[src/rtl/rtc_prescaler.sv]
module rtc_prescaler #(
  parameter int ADDR_W = 5,
  parameter int DATA_W = 16,
  parameter int CNT_W = 20,
  parameter logic [CNT_W-1:0] RELOAD_RST = 20'h08000
) (
  input  logic              clk,
  input  logic              rst_n,
  input  logic              tick_en,
  input  logic [ADDR_W-1:0] bus_addr,
  input  logic              bus_we,
  input  logic [DATA_W-1:0] bus_wdata,
  input  logic              bus_re,
  output logic [DATA_W-1:0] bus_rdata,
  input  logic              cnt_wr,
  output logic              tick_o
);
  localparam int HI_W = CNT_W - DATA_W;
  localparam logic [ADDR_W-1:0] OFS_RLD_HI = ADDR_W'(8'h08);
  localparam logic [ADDR_W-1:0] OFS_RLD_LO = ADDR_W'(8'h0C);
  localparam logic [ADDR_W-1:0] OFS_DIV_HI = ADDR_W'(8'h10);
  localparam logic [ADDR_W-1:0] OFS_DIV_LO = ADDR_W'(8'h14);

  logic [CNT_W-1:0] reload_q, reload_d, div_q;
  logic wr_hi, wr_lo, force_ld, at_zero;

  assign wr_hi    = bus_we && (bus_addr == OFS_RLD_HI);
  assign wr_lo    = bus_we && (bus_addr == OFS_RLD_LO);
  assign force_ld = wr_hi || wr_lo || cnt_wr;
  assign at_zero  = (div_q == '0);

  always_comb begin
    reload_d = reload_q;
    if (wr_hi) reload_d[CNT_W-1:DATA_W] = bus_wdata[HI_W-1:0];
    if (wr_lo) reload_d[DATA_W-1:0] = bus_wdata;
  end

  always_ff @(posedge clk) begin
    if (!rst_n) begin
      reload_q <= RELOAD_RST;
      div_q    <= RELOAD_RST;
      tick_o   <= 1'b0;
    end else begin
      reload_q <= reload_d;
      tick_o   <= 1'b0;
      if (force_ld) begin
        div_q <= reload_d;
      end else if (tick_en) begin
        if (at_zero) begin
          div_q  <= reload_q;
          tick_o <= 1'b1;
        end else begin
          div_q <= div_q - 1'b1;
        end
      end
    end
  end

  always_comb begin
    bus_rdata = '0;
    if (bus_re) begin
      case (bus_addr)
        OFS_DIV_HI: bus_rdata[HI_W-1:0] = div_q[CNT_W-1:DATA_W];
        OFS_DIV_LO: bus_rdata = div_q[DATA_W-1:0];
        default:    bus_rdata = '0;
      endcase
    end
  end
endmodule

[config.mk]
export PLATFORM = sky130hd
export DESIGN_NAME = rtc_prescaler
export DESIGN_NICKNAME = d
export VERILOG_FILES = /design/src/rtl/rtc_prescaler.sv
export SDC_FILE = /design/constraint.sdc
export NUM_CORES = 1
export LEC_CHECK = 0
export CAP_MARGIN = 20
export CORE_ASPECT_RATIO = 0.5
export CORE_UTILIZATION = 25
export DETAILED_ROUTE_END_ITERATION = 8
export SLEW_MARGIN = 20
export SYNTH_ARGS = -nofsm -noshare
export SYNTH_HDL_FRONTEND = slang
export SYNTH_SLANG_ARGS = --single-unit
[constraint.sdc]
create_clock -name clk -period 3.85 [get_ports clk]
set_clock_uncertainty 0.05 [all_clocks]
set_input_delay 1.155 -clock clk [delete_from_list [all_inputs] [get_ports clk]]
set_output_delay 1.155 -clock clk [all_outputs]
set_load 0.05 [all_outputs]
==> Word-level counts from Yosys, hierarchy flattened <==
Index checks and enable logic that the tools add are counted.
{ "op_classes": {"n_addsub": 1, "n_eq_ne": 4, "mux": 9, "bitwise_logic": 2, "reduce_logical": 7} }
{ "op_table": {"columns": ["operator", "count"], "rows": [
  ["2-to-1 mux 20 bit", 3],
  ["2-to-1 mux 16 bit", 2],
  ["logical NOT 20 bit", 1],
  ["subtractor 20 x 1 -> 20 bit (second input constant)", 1],
  ["2-to-1 mux 12 bit", 1],
  ["== test 5 x 4 -> 1 bit (second input constant)", 2],
  ["== test 5 bit (second input constant)", 2],
  ["case mux 4 bit (2 select lines)", 1],
  ["2-to-1 mux 4 bit", 1],
  ["OR reduction 3 bit", 1],
  ["logical AND 1 bit", 2],
  ["logical OR 1 bit", 2],
  ["NOT 1 bit", 2],
  ["nonzero test 2 bit", 1],
  ["2-to-1 mux 1 bit", 1]
]} }
{ "word_totals": {"register_bits": 41, "inputBits": 27, "out_inout_bits": 17, "word_cells": 26} }

==> Logic depth before layout (Yosys ltp) <==
{ "logic_depth": {"depth_word": 5, "mapped_depth": 9, "ltp_nobuf": 7} }

==> Worst setup path after synthesis <==
No wires, ideal clock.
{ "synth_path": {"path_type": "input -> output", "start": "input bus_addr[3]", "end": "output bus_rdata[7]", "arrival_ns": 2.871, "required_ns": 2.645, "setup_slack_ns": -0.226, "path_stages": 3, "path_buffers": 1, "cell_sequence": "or4_1 -> clkbuf_1 -> nor3_1"} }
{ "synth_via": {"elab_chain_cells": 3} }
{ "synth_rtl": {"columns": ["element", "line_no", "rtl"], "rows": [
  ["start: declaration", "10", "input logic [ADDR_W-1:0] bus_addr,"],
  ["== test 5 bit", "62", "case (bus_addr)"],
  ["2-to-1 mux 12 bit", "62", null],
  ["2-to-1 mux 16 bit", "61", "if (bus_re) begin"],
  ["end: declaration", "14", "output logic [DATA_W-1:0] bus_rdata,"]
]} }
No other way between the ends.

==> Final worst setup path <==
{ "layout_path": {"start": "input bus_addr[3]", "end": "output bus_rdata[8]"} }
Same word-level chain as after synthesis.

==> impl_metrics.yaml <==
status:
  status: "completed"
placement:
  place_area_um2: 3410
  place_inst: 505
  io_buffers: 43
  gp_congestion: 0.855
  dp_hpwl_mm: 6.18
yosys:
  yosys.area_share.simple_pct: 29.5
  syn_area_um2: 2570
  synthMuxAreaShare_pct: 6.37
  synth-xor-area-share_pct: 2.72
  synth_top_area_share_pct: 31.9
  yosysSeqAreaShare_pct: 31.9
  synthAdderAreaFrac_pct: 0.972
  synth_cell_type_count: 58
  async_reset_ff_share_pct: 0
  ys.flop_type: "dfxtp_1"
  synth_compound_area_share_pct: 22.9
  ys_ff_latch: 41
  synth.avg_cell_area_um2: 7.90
  synth_edf_count: 0
  synth_area_leaders: "dfxtp_1, mux2i_1, a21oi_1, nand2_1, and2_1"
  syn_inst: 326
  synth_nets: 355
  synth_top_family_by_area: "simple AND/OR/NAND/NOR gates"
  yosysMostFrequentCell: "dfxtp_1"
  ys_warn_count: 0
  netlist_top_cells_count: "dfxtp_1, nand2_1, nor2_1, a21oi_1, and2_1"
  synth_area_leader_cell: "dfxtp_1"
worst_setup_path:
  cp-end-kind: "output pin"
  endpoint: "bus_rdata[8]"
  worstPathArrival_ns: 2.60
  crit_fanout: 5
  r2r_cells: 7
  reg2reg_to: "div_q[2]"
  worstPathRequired_ns: 2.64
  critical_path_class: "in -> out"
  rrSetupSlack_ns: 0.67
  r2r_start: "div_q[0]"
  critPathLaunchType: "input port"
  cp-startpoint: "bus_addr[3]"
floorplanning:
  die_x_um: 146
  num_io_pins: 44
  initial_core_util_pct: 26.5
  die_area_um2: 10700
  core_area_um2: 9730
  core.rowCount: 25
  die_h_um: 73.8
finish:
  final_cell_area_um2: 3630
  fin_util_pct: 37.3
  antenna_cells: 0
  layout.nets: 407
  areaGrowthSynthToFinish_pct: 40.8
  layout-drive-gt1-share_pct: 17.9
  fin_cells: 514
timing:
  whs_ns: 0.403
  finalCritPeriodShare_pct: 98.7
  fin_setup_tns_ns: 0
  rsz0062_at_grt: "no"
  fmax_ghz: 0.263
  worst_pin_slew_ns: 0.716
  relSlewSlack_pct: 52.3
  drv_slew: 0
  finalSetupViolCount: 0
  hold_viol: 0
  layout_min_cycle_time_ns: 3.80
grt:
  grt_max_degree: 24
  grt_pass1_wl_mm: 13.6
  grt_antenna_before_repair: 0
  grt_pass1_vias: 2526
  grtUsageTotal_pct: 16.5
  grt_overflow_total: 0
routing:
  wl_per_cell_um: 16.7
  wl_met2_mm: 3.59
  routed_wl_mm: 8.56
  met1Wirelength_mm: 4.45
  ant_nets: 0
  dr.pass1.iters: 5
  top_layer: "met4"
  routed-via-count: 2678
  drc: 0
  drtIter0Drc: 326
  met3WireLength_um: 445
  vias_per_cell: 5.21
power:
  clkPwrFrac_pct: 41.9
  netSwitchingFraction_pct: 27.5
  pwr-share-comb_pct: 19.3
  p_sw_uw: 327
  ir_drop_v: 0.000155
  total_leakage_power_uw: 0.00134
  p_per_area_nw_per_um2: 328
  p_int_uw: 861
  seq_power_share_pct: 38.8
clock_tree:
  clkLatencyLatePin_ns: 0.29
  htreeDepth: 2
  cts_num_sinks: 41
  cts.clk_slew.worst_paths_ns: 0.06
  cts_tree: "done"
  ctsRootBufferMaster: "clkbuf_16"
  numCtsBuffers: 5
  clk_path_buf_depth: 2
min_path:
  min-delay-start: "reload_q[10]"
  hold_class: "reg -> reg"
flow_run:
  drv_cap: 0
routing by layer:
| metal | vias up | GRT usage, % |
|---|---|---|
| met2 | 82 | 25.7 |
| met3 | 10 | 2.67 |
| met5 | - | 0 |
| li1 | 1303 | - |
| met4 | 0 | 3.74 |
| met1 | 1283 | 23.9 |
worst min-delay path by stage:
stage,to,slack [ns],cells past startpoint
floorplan,reload_q[10],0.38,2
global placement,reload_q[10],0.39,2
detailed placement,reload_q[10],0.40,2
CTS,reload_q[10],0.40,2
global route,reload_q[10],0.44,2
finish,reload_q[10],0.40,2
kinds of logic (layout without fill, tap and decap cells):
logic type | after synthesis | in the layout
flops | 41 | 41
fa+ha+maj | 2 | 2
simple gates | 143 | 143
compound gates | 83 | 83
mux | 16 | 16
xor+xnor | 8 | 8
buf+inv | 33 | 86
power groups by stage:
stage                     sequential, uW  clock (uW)  combinational (uW)
after floorplan                      459           0                 144
after global placement               468           0                 223
after detailed placement             469           0                 223
after CTS                            460         503                 224
after global routing                 463         518                 249
final                                461         498                 229
through the flow:
step	power (uW)	setup slack, ns
finish	1190	0.0482
detailed placement	691	-0.116
global placement	692	-0.0931
global route	1230	0.0176
CTS	1190	0.0180
floorplan	602	0.0643
cells in the final DEF, fill, tap and decap left out, types with 9 or more instances in the layout:
cell type / Yosys / layout
a21oi_1: 23 / 23
and2_4: 0 / 10
buf_12: 0 / 16
buf_4: 1 / 22
clkdlybuf4s50_1: 0 / 23
dfxtp_1: 41 / 41
inv_1: 11 / 11
mux2i_1: 13 / 13
nand2_1: 30 / 30
nor2_1: 28 / 27
nor3_1: 11 / 10
o31a_1: 9 / 9
cell type report:
| cell class | instances | area (um2) |
|---|---|---|
| Sequential cell | 41 | 821 |
| Timing Repair Buffer | 67 | 773 |
| Fill cell | 989 | 6100 |
| Clock buffer | 7 | 143 |
| Inverter | 11 | 41.3 |
| Tap cell | 135 | 169 |
| Multi-Input combinational cell | 252 | 1650 |
| Clock inverter | 1 | 30.0 |
registers in the layout (all words and copies together), names as in the netlist:
name and cells:
div_q 20, reload_q 20, tick_o 1
worst max-delay path, cell delays in order:
cell and delay, ns:
clkdlybuf4s50_1 0.42, or4_4 0.44, nor2_4 0.16, buf_6 0.14
and2_4 0.15, buf_12 0.13
timing repair:
| item | CTS | global route |
|---|---|---|
| cloned | 1 | 0 |
| gates resized for setup | 20 | 0 |
| pin swaps | 3 | 1 |
| setup buffers | 0 | 0 |
| endpoints found under the setup margin | 12 | 5 |
| hold buffers | 0 | 0 |
(Power assumes the default switching activity.)
